**src/rtl/trace_pkg.sv**
```systemverilog
package trace_pkg;
  typedef enum logic [2:0] {
    K_NONE    = 3'd0,
    K_BR_SYNC = 3'd1,
    K_BR_COMP = 3'd2,
    K_RD_ADDR = 3'd3,
    K_WR_ADDR = 3'd4,
    K_RD_DATA = 3'd5,
    K_RD_AD   = 3'd6,
    K_WR_AD   = 3'd7
  } msg_kind_e;

  typedef enum logic [1:0] {
    SYNC_ALL = 2'd0,
    SYNC_4   = 2'd1,
    SYNC_16  = 2'd2,
    SYNC_64  = 2'd3
  } sync_sel_e;
endpackage

```
**src/rtl/trace_coll_ctrl.sv**
```systemverilog
module trace_coll_ctrl (
  input  logic clk_i,
  input  logic rst_ni,
  input  logic on_i,
  input  logic off_i,
  output logic coll_o,
  output logic start_o
);
  logic coll_q;

  always_ff @(posedge clk_i or negedge rst_ni) begin
    if (!rst_ni)    coll_q <= 1'b0;
    else if (off_i) coll_q <= 1'b0;
    else if (on_i)  coll_q <= 1'b1;
  end

  assign coll_o  = coll_q;
  assign start_o = on_i && !off_i && !coll_q;
endmodule

```
**src/rtl/trace_sync_ctrl.sv**
```systemverilog
module trace_sync_ctrl #(
  parameter int unsigned CNT_W = 6
) (
  input  logic       clk_i,
  input  logic       rst_ni,
  input  logic [1:0] sel_i,
  input  logic       restart_i,
  input  logic       ovf_i,
  input  logic       br_load_i,
  output logic       is_sync_o
);
  import trace_pkg::*;

  logic [CNT_W-1:0] cnt_q, last_m1;
  logic             force_q;

  always_comb begin
    unique case (sync_sel_e'(sel_i))
      SYNC_4:  last_m1 = CNT_W'(3);
      SYNC_16: last_m1 = CNT_W'(15);
      SYNC_64: last_m1 = CNT_W'(63);
      default: last_m1 = '0;
    endcase
  end

  assign is_sync_o = (sync_sel_e'(sel_i) == SYNC_ALL) || force_q || ovf_i
                     || (cnt_q >= last_m1);

  always_ff @(posedge clk_i or negedge rst_ni) begin
    if (!rst_ni) begin
      cnt_q   <= '0;
      force_q <= 1'b1;
    end else if (restart_i) begin
      cnt_q   <= '0;
      force_q <= 1'b1;
    end else if (br_load_i) begin
      force_q <= 1'b0;
      cnt_q   <= is_sync_o ? '0 : cnt_q + 1'b1;
    end
  end
endmodule

```
**src/rtl/trace_data_filter.sv**
```systemverilog
module trace_data_filter (
  input  logic       coll_i,
  input  logic       single_i,
  input  logic       write_i,
  input  logic [2:0] mode_i,
  output logic [2:0] kind_o
);
  import trace_pkg::*;

  msg_kind_e k;

  always_comb begin
    k = K_NONE;
    if (!coll_i) begin
      if (single_i) k = write_i ? K_WR_AD : K_RD_AD;
    end else begin
      unique case (mode_i)
        3'd1: k = write_i ? K_NONE    : K_RD_ADDR;
        3'd2: k = write_i ? K_WR_ADDR : K_NONE;
        3'd3: k = write_i ? K_WR_ADDR : K_RD_ADDR;
        3'd4: k = write_i ? K_NONE    : K_RD_DATA;
        3'd5: k = write_i ? K_NONE    : K_RD_AD;
        3'd6: k = write_i ? K_WR_AD   : K_NONE;
        3'd7: k = write_i ? K_WR_AD   : K_RD_AD;
        default: k = K_NONE;
      endcase
    end
  end

  assign kind_o = k;
endmodule

```
**src/rtl/trace_msg_gen.sv**
```systemverilog
module trace_msg_gen #(
  parameter int unsigned ADDR_W = 32,
  parameter int unsigned DATA_W = 32,
  parameter int unsigned CNT_W  = 6
) (
  input  logic              clk_i,
  input  logic              rst_ni,
  input  logic              cfg_br_en_i,
  input  logic [1:0]        cfg_sync_sel_i,
  input  logic [2:0]        cfg_data_mode_i,
  input  logic              trc_on_i,
  input  logic              trc_off_i,
  input  logic              single_i,
  input  logic              br_valid_i,
  input  logic [ADDR_W-1:0] br_src_i,
  input  logic [ADDR_W-1:0] br_tgt_i,
  input  logic              mem_valid_i,
  input  logic              mem_write_i,
  input  logic [ADDR_W-1:0] mem_addr_i,
  input  logic [DATA_W-1:0] mem_data_i,
  input  logic              msg_ready_i,
  output logic              msg_valid_o,
  output logic [2:0]        msg_kind_o,
  output logic [ADDR_W-1:0] msg_addr_o,
  output logic [DATA_W-1:0] msg_data_o,
  output logic              ovf_o
);
  import trace_pkg::*;

  localparam int unsigned PAY_W = (ADDR_W > DATA_W) ? ADDR_W : DATA_W;

  logic              coll, start, is_sync;
  logic [2:0]        dt_kind;
  logic              slot_free, br_req, dt_req, br_load, dt_load, drop;
  logic              valid_q, ovf_q;
  logic [2:0]        kind_q;
  logic [ADDR_W-1:0] addr_q, last_tgt_q;
  logic [DATA_W-1:0] data_q;

  trace_coll_ctrl i_coll (
    .clk_i   (clk_i),
    .rst_ni  (rst_ni),
    .on_i    (trc_on_i),
    .off_i   (trc_off_i),
    .coll_o  (coll),
    .start_o (start)
  );

  trace_sync_ctrl #(.CNT_W(CNT_W)) i_sync (
    .clk_i     (clk_i),
    .rst_ni    (rst_ni),
    .sel_i     (cfg_sync_sel_i),
    .restart_i (start),
    .ovf_i     (ovf_q),
    .br_load_i (br_load),
    .is_sync_o (is_sync)
  );

  trace_data_filter i_filt (
    .coll_i   (coll),
    .single_i (single_i),
    .write_i  (mem_write_i),
    .mode_i   (cfg_data_mode_i),
    .kind_o   (dt_kind)
  );

  assign slot_free = !valid_q || msg_ready_i;
  assign br_req    = br_valid_i && coll && cfg_br_en_i;
  assign dt_req    = mem_valid_i && (dt_kind != K_NONE);
  assign br_load   = br_req && slot_free;
  assign dt_load   = dt_req && slot_free && !br_req;
  assign drop      = (br_req && !slot_free) || (dt_req && !dt_load);

  always_ff @(posedge clk_i or negedge rst_ni) begin
    if (!rst_ni) begin
      valid_q    <= 1'b0;
      kind_q     <= K_NONE;
      addr_q     <= '0;
      data_q     <= '0;
      last_tgt_q <= '0;
    end else if (br_load) begin
      valid_q    <= 1'b1;
      kind_q     <= is_sync ? K_BR_SYNC : K_BR_COMP;
      addr_q     <= is_sync ? br_tgt_i : br_tgt_i - last_tgt_q;
      data_q     <= DATA_W'(PAY_W'(br_src_i));
      last_tgt_q <= br_tgt_i;
    end else if (dt_load) begin
      valid_q <= 1'b1;
      kind_q  <= dt_kind;
      addr_q  <= (dt_kind == K_RD_DATA) ? '0 : mem_addr_i;
      data_q  <= (dt_kind == K_RD_ADDR || dt_kind == K_WR_ADDR) ? '0 : mem_data_i;
    end else if (msg_ready_i) begin
      valid_q <= 1'b0;
    end
  end

  // a drop in the same cycle outranks the clear, so the next branch is still sync
  always_ff @(posedge clk_i or negedge rst_ni) begin
    if (!rst_ni)                  ovf_q <= 1'b0;
    else if (drop)                ovf_q <= 1'b1;
    else if (br_load && is_sync)  ovf_q <= 1'b0;
  end

  assign msg_valid_o = valid_q;
  assign msg_kind_o  = kind_q;
  assign msg_addr_o  = addr_q;
  assign msg_data_o  = data_q;
  assign ovf_o       = ovf_q;
endmodule

```
**config.mk**
```make
export PLATFORM = sky130hd
export DESIGN_NAME = trace_msg_gen
export DESIGN_NICKNAME = d
export VERILOG_FILES = /design/src/rtl/trace_pkg.sv /design/src/rtl/trace_coll_ctrl.sv /design/src/rtl/trace_sync_ctrl.sv /design/src/rtl/trace_data_filter.sv /design/src/rtl/trace_msg_gen.sv
export SDC_FILE = /design/constraint.sdc
export NUM_CORES = 1
export LEC_CHECK = 0
export ABC_AREA = 1
export BUFFER_PORTS_ARGS = -buffer_cell sky130_fd_sc_hd__buf_4
export CAP_MARGIN = 10
export CORE_MARGIN = 4
export CORE_UTILIZATION = 45
export DETAILED_ROUTE_END_ITERATION = 8
export MAX_ROUTING_LAYER = met4
export PLACE_DENSITY = 0.7
export SYNTH_ARGS = -nofsm -noshare
export SYNTH_HDL_FRONTEND = slang
export SYNTH_HIERARCHICAL = 1
export SYNTH_SLANG_ARGS = --single-unit
```
**constraint.sdc**
```tcl
create_clock -name clk_i -period 3.85 [get_ports clk_i]
set_clock_uncertainty 0.15 [all_clocks]
set_input_delay 0.1925 -clock clk_i [delete_from_list [all_inputs] [get_ports clk_i]]
set_output_delay 0.1925 -clock clk_i [all_outputs]
set_load 0.005 [all_outputs]
```
==> impl_metrics.csv <==
group,metric,value,unit
run_status,status,"finished, final reports clean",
yosys,yosysUniqueCellTypes,39,
layout,final_cell_count_no_fill,1722,
layout,drive_gt1_frac,0.187,
sta,rsz0062_at_grt,"no",
global_routing,grt_max_degree,104,
yosys,netlist_area,8050,um2
detailed_routing,routed_wl,25000,um
placement,io_buffer_count,211,
critical_path,worstSetupPathType,"reg2reg",
clock_tree,htreeDepth,3,
sta,timing.final.crit_share,0.712,
yosys,yosys.area.top_type,"dfrtp_1",
global_routing,track_usage,0.257,
sta,slew_viol_final,0,
pwr,power_density,461,nW/um2
critical_path,crit_family,"buffers and inverters",
yosys,synthXorXnorAreaFrac,0.0185,
detailed_routing,drc,0,
critical_path,cp-start-kind,"flop",
layout,nets,1674,
min_path,whs_path_depth,3,
pwr,ir_drop,0.000255,V
global_routing,grt_pass1_vias,8336,
run,maxCapViolations,0,
yosys,synthCells,1236,
yosys,muxShareOfSynthArea,0,
pwr,leakage,5.80,nW
yosys,synth_top_family_by_area,"simple AND/OR/NAND/NOR gates",
die,die_h,142,um
layout,num_antenna_cells,0,
critical_path,worstPathRequired,3980,ps
sta,period_needed,2740,ps
critical_path,cpPeakStageDelay,490,ps
yosys,synth_adder_area_share,0.0628,
clock_tree,clkTransAtPathRegs,80,ps
yosys,ys_top_cells_by_area,"dfrtp_1 (34%), nand2_1 (18%), inv_1 (7.9%)",
detailed_routing,drtPass1Iterations,5,
critical_path,slowest_stage,"inv_4",
detailed_routing,vias,8595,
placement,routabilityCongestion,0.912,
global_routing,grt_pass1_wl,40800,um
detailed_routing,ant_nets,0,
global_routing,antenna_found_initial,0,
clock_tree,root_buffer,"clkbuf_16",
clock_tree,clk-insertion-delay-late,360,ps
detailed_routing,wl_per_cell,14.5,um
yosys,synth_compound_area_frac,0.143,
sta,worstMarginPinSlew,1080,ps
critical_path,cp_data_arrival_time,2870,ps
yosys,synth.most_common_cell,"nand2_1",
die,ios,212,
sta,hold_violations,0,
yosys,synth_top_area_share,0.336,
yosys,syn_avg_cell_area,6.51,um2
clock_tree,cts_tree,"yes",
yosys,ys.flop_type,"dfrtp_1",
die,num_rows,48,
yosys,ys_async_sr_fraction,1.00,
critical_path,cp_num_cells,13,
detailed_routing,via_per_inst,4.99,
yosys,ys_ff_latch,109,
sta,setup_violations,0,
critical_path,path_cells,"inv_1 > nand3_1 > nand2_1 > nor2_1 > nand2_1 > nand2_1 > nor2_4 > inv_1 > nand2_4 > inv_4 > buf_12 > a31oi_1 > a21oi_1",
global_routing,grt.overflow.total,0,
critical_path,cp_num_buf_inv,4,
yosys,synth.yosys.seq_area_share,0.339,
sta,fmax,365,MHz
die,initial_core_util,0.462,
placement,dp.cells,1631,
clock_tree,numCtsBuffers,9,
yosys,synth_simple_gate_area_frac,0.324,
critical_path,path_common_cell,"nand2_1",
critical_path,reg2regPathDepth,13,
yosys,synthTopCellsByCount,"nand2_1 (380), inv_1 (170), nor2_1 (126)",
sta,tns,0,ps
sta,hold_slack,6.28,ps
sta,relSlewSlack,0.277,
die,die-area,20100,um2
clock_tree,clockBufferDepth,2,
critical_path,endpoint_kind,"flop",
min_path,hold_class,"in2reg",
critical_path,reg2reg_slack,1110,ps
yosys,synth-edff-count,0,
critical_path,cp_max_fo,51,
layout,syn_to_final_growth,34.5,%
yosys,syn_nets,1418,
clock_tree,clock_sinks,109,
placement,dp_hpwl,18400,um
die,die_x,142,um
detailed_routing,drt-initial-drc-count,434,
die,core_area,17400,um2
yosys,ys_warn_count,6,
## worst paths after layout
check | startpoint | to
min | mem_addr_i[6] | msg_addr_o[6]
max in group asynchronous | rst_ni | msg_data_o[24]
max | i_coll/coll_o | msg_addr_o[24]
min reg2reg | i_sync/force_q | i_sync/force_q
max reg2reg | i_coll/coll_o | msg_addr_o[24]
min in group asynchronous | rst_ni | last_tgt_q[21]
## metal layers
| layer | up-vias | wire [um] | GRT usage |
|---|---|---|---|
| met1 | 3886 | 11200 | 0.330 |
| met3 | 50 | 1220 | 0.0337 |
| met4 | 0 | 714 | 0.0939 |
| li1 | 4420 | - | - |
| met2 | 239 | 11900 | 0.417 |
| met5 | - | 0 | - |
## area by class of cell
class / count / area (um2)
fillers: 1709 / 6590
repair buffers: 295 / 2430
clock inverters: 7 / 73.8
clock buffers: 9 / 225
multi-input cells: 900 / 4420
inverters: 177 / 669
flip-flops and latches: 109 / 2730
well taps: 225 / 282
## worst reg2reg max path, cell delays in order, from the launching register on
cell     delay [ps]
dfrtp_1         460
inv_1            90
nand3_1          70
nand2_1         100
nor2_1          130
nand2_1          70
nand2_1         120
nor2_4           60
inv_1           100
nand2_4         260
inv_4           500
buf_12          290
a31oi_1          90
a21oi_1         180
## power by group
part	leakage, nW	internal (W)	switching (W)
Sequential	1.32	0.00145	0.000158
Combinational	4.34	0.00101	0.00141
Clock	0.147	0.000462	0.000499
Total	5.80	0.00292	0.00206
## cells in the final DEF, fill, tap and decap left out, types with 4 or more instances in the layout
| master | count |
|---|---|
| a21oi_1 | 55 |
| a31oi_1 | 31 |
| buf_4 | 218 |
| clkbuf_16 | 9 |
| dfrtp_1 | 108 |
| dlygate4sd3_1 | 75 |
| ha_1 | 38 |
| inv_1 | 170 |
| inv_2 | 5 |
| nand2_1 | 380 |
| nand2_2 | 13 |
| nand3_1 | 79 |
| nand3_2 | 4 |
| nor2_1 | 126 |
| nor2_2 | 9 |
| nor2_4 | 6 |
| o21ai_0 | 108 |
| o21ai_1 | 11 |
| o21bai_1 | 4 |
| xor2_1 | 14 |
## through the flow
stage          worst slack (ps)  utilization  instance area [um2]  total power, W
2_1_floorplan              1700            -                 8050         0.00308
3_3_place_gp               1240        0.561                 9780         0.00394
3_5_place_dp               1120        0.561                 9780         0.00398
4_1_cts                    1100        0.622                10800         0.00502
5_1_grt                     835        0.622                10800         0.00543
6_report                   1110        0.622                10800         0.00499
## cell families (layout without fill, tap and decap cells)
family	Yosys count	after routing
compound gates	216	216
xor+xnor	17	17
fa+ha+maj	40	40
buf+inv	227	488
flops	109	109
simple gates	627	627
## sequential cells by signal (all words and copies together), names as in the netlist
name,flops
msg_data_o,32
msg_kind_o,3
msg_valid_o,1
ovf_o,1
i_sync/force_q,1
i_sync/cnt_q,6
msg_addr_o,32
i_coll/coll_o,1
last_tgt_q,32
## repair_timing
| action | CTS | global route |
|---|---|---|
| endpoints found under the setup margin | 0 | 0 |
| gates resized for setup | 0 | 0 |
| setup buffers | 0 | 0 |
| hold endpoints to repair | 139 | 0 |
| hold buffers | 75 | 0 |
(Power assumes the default switching activity.)
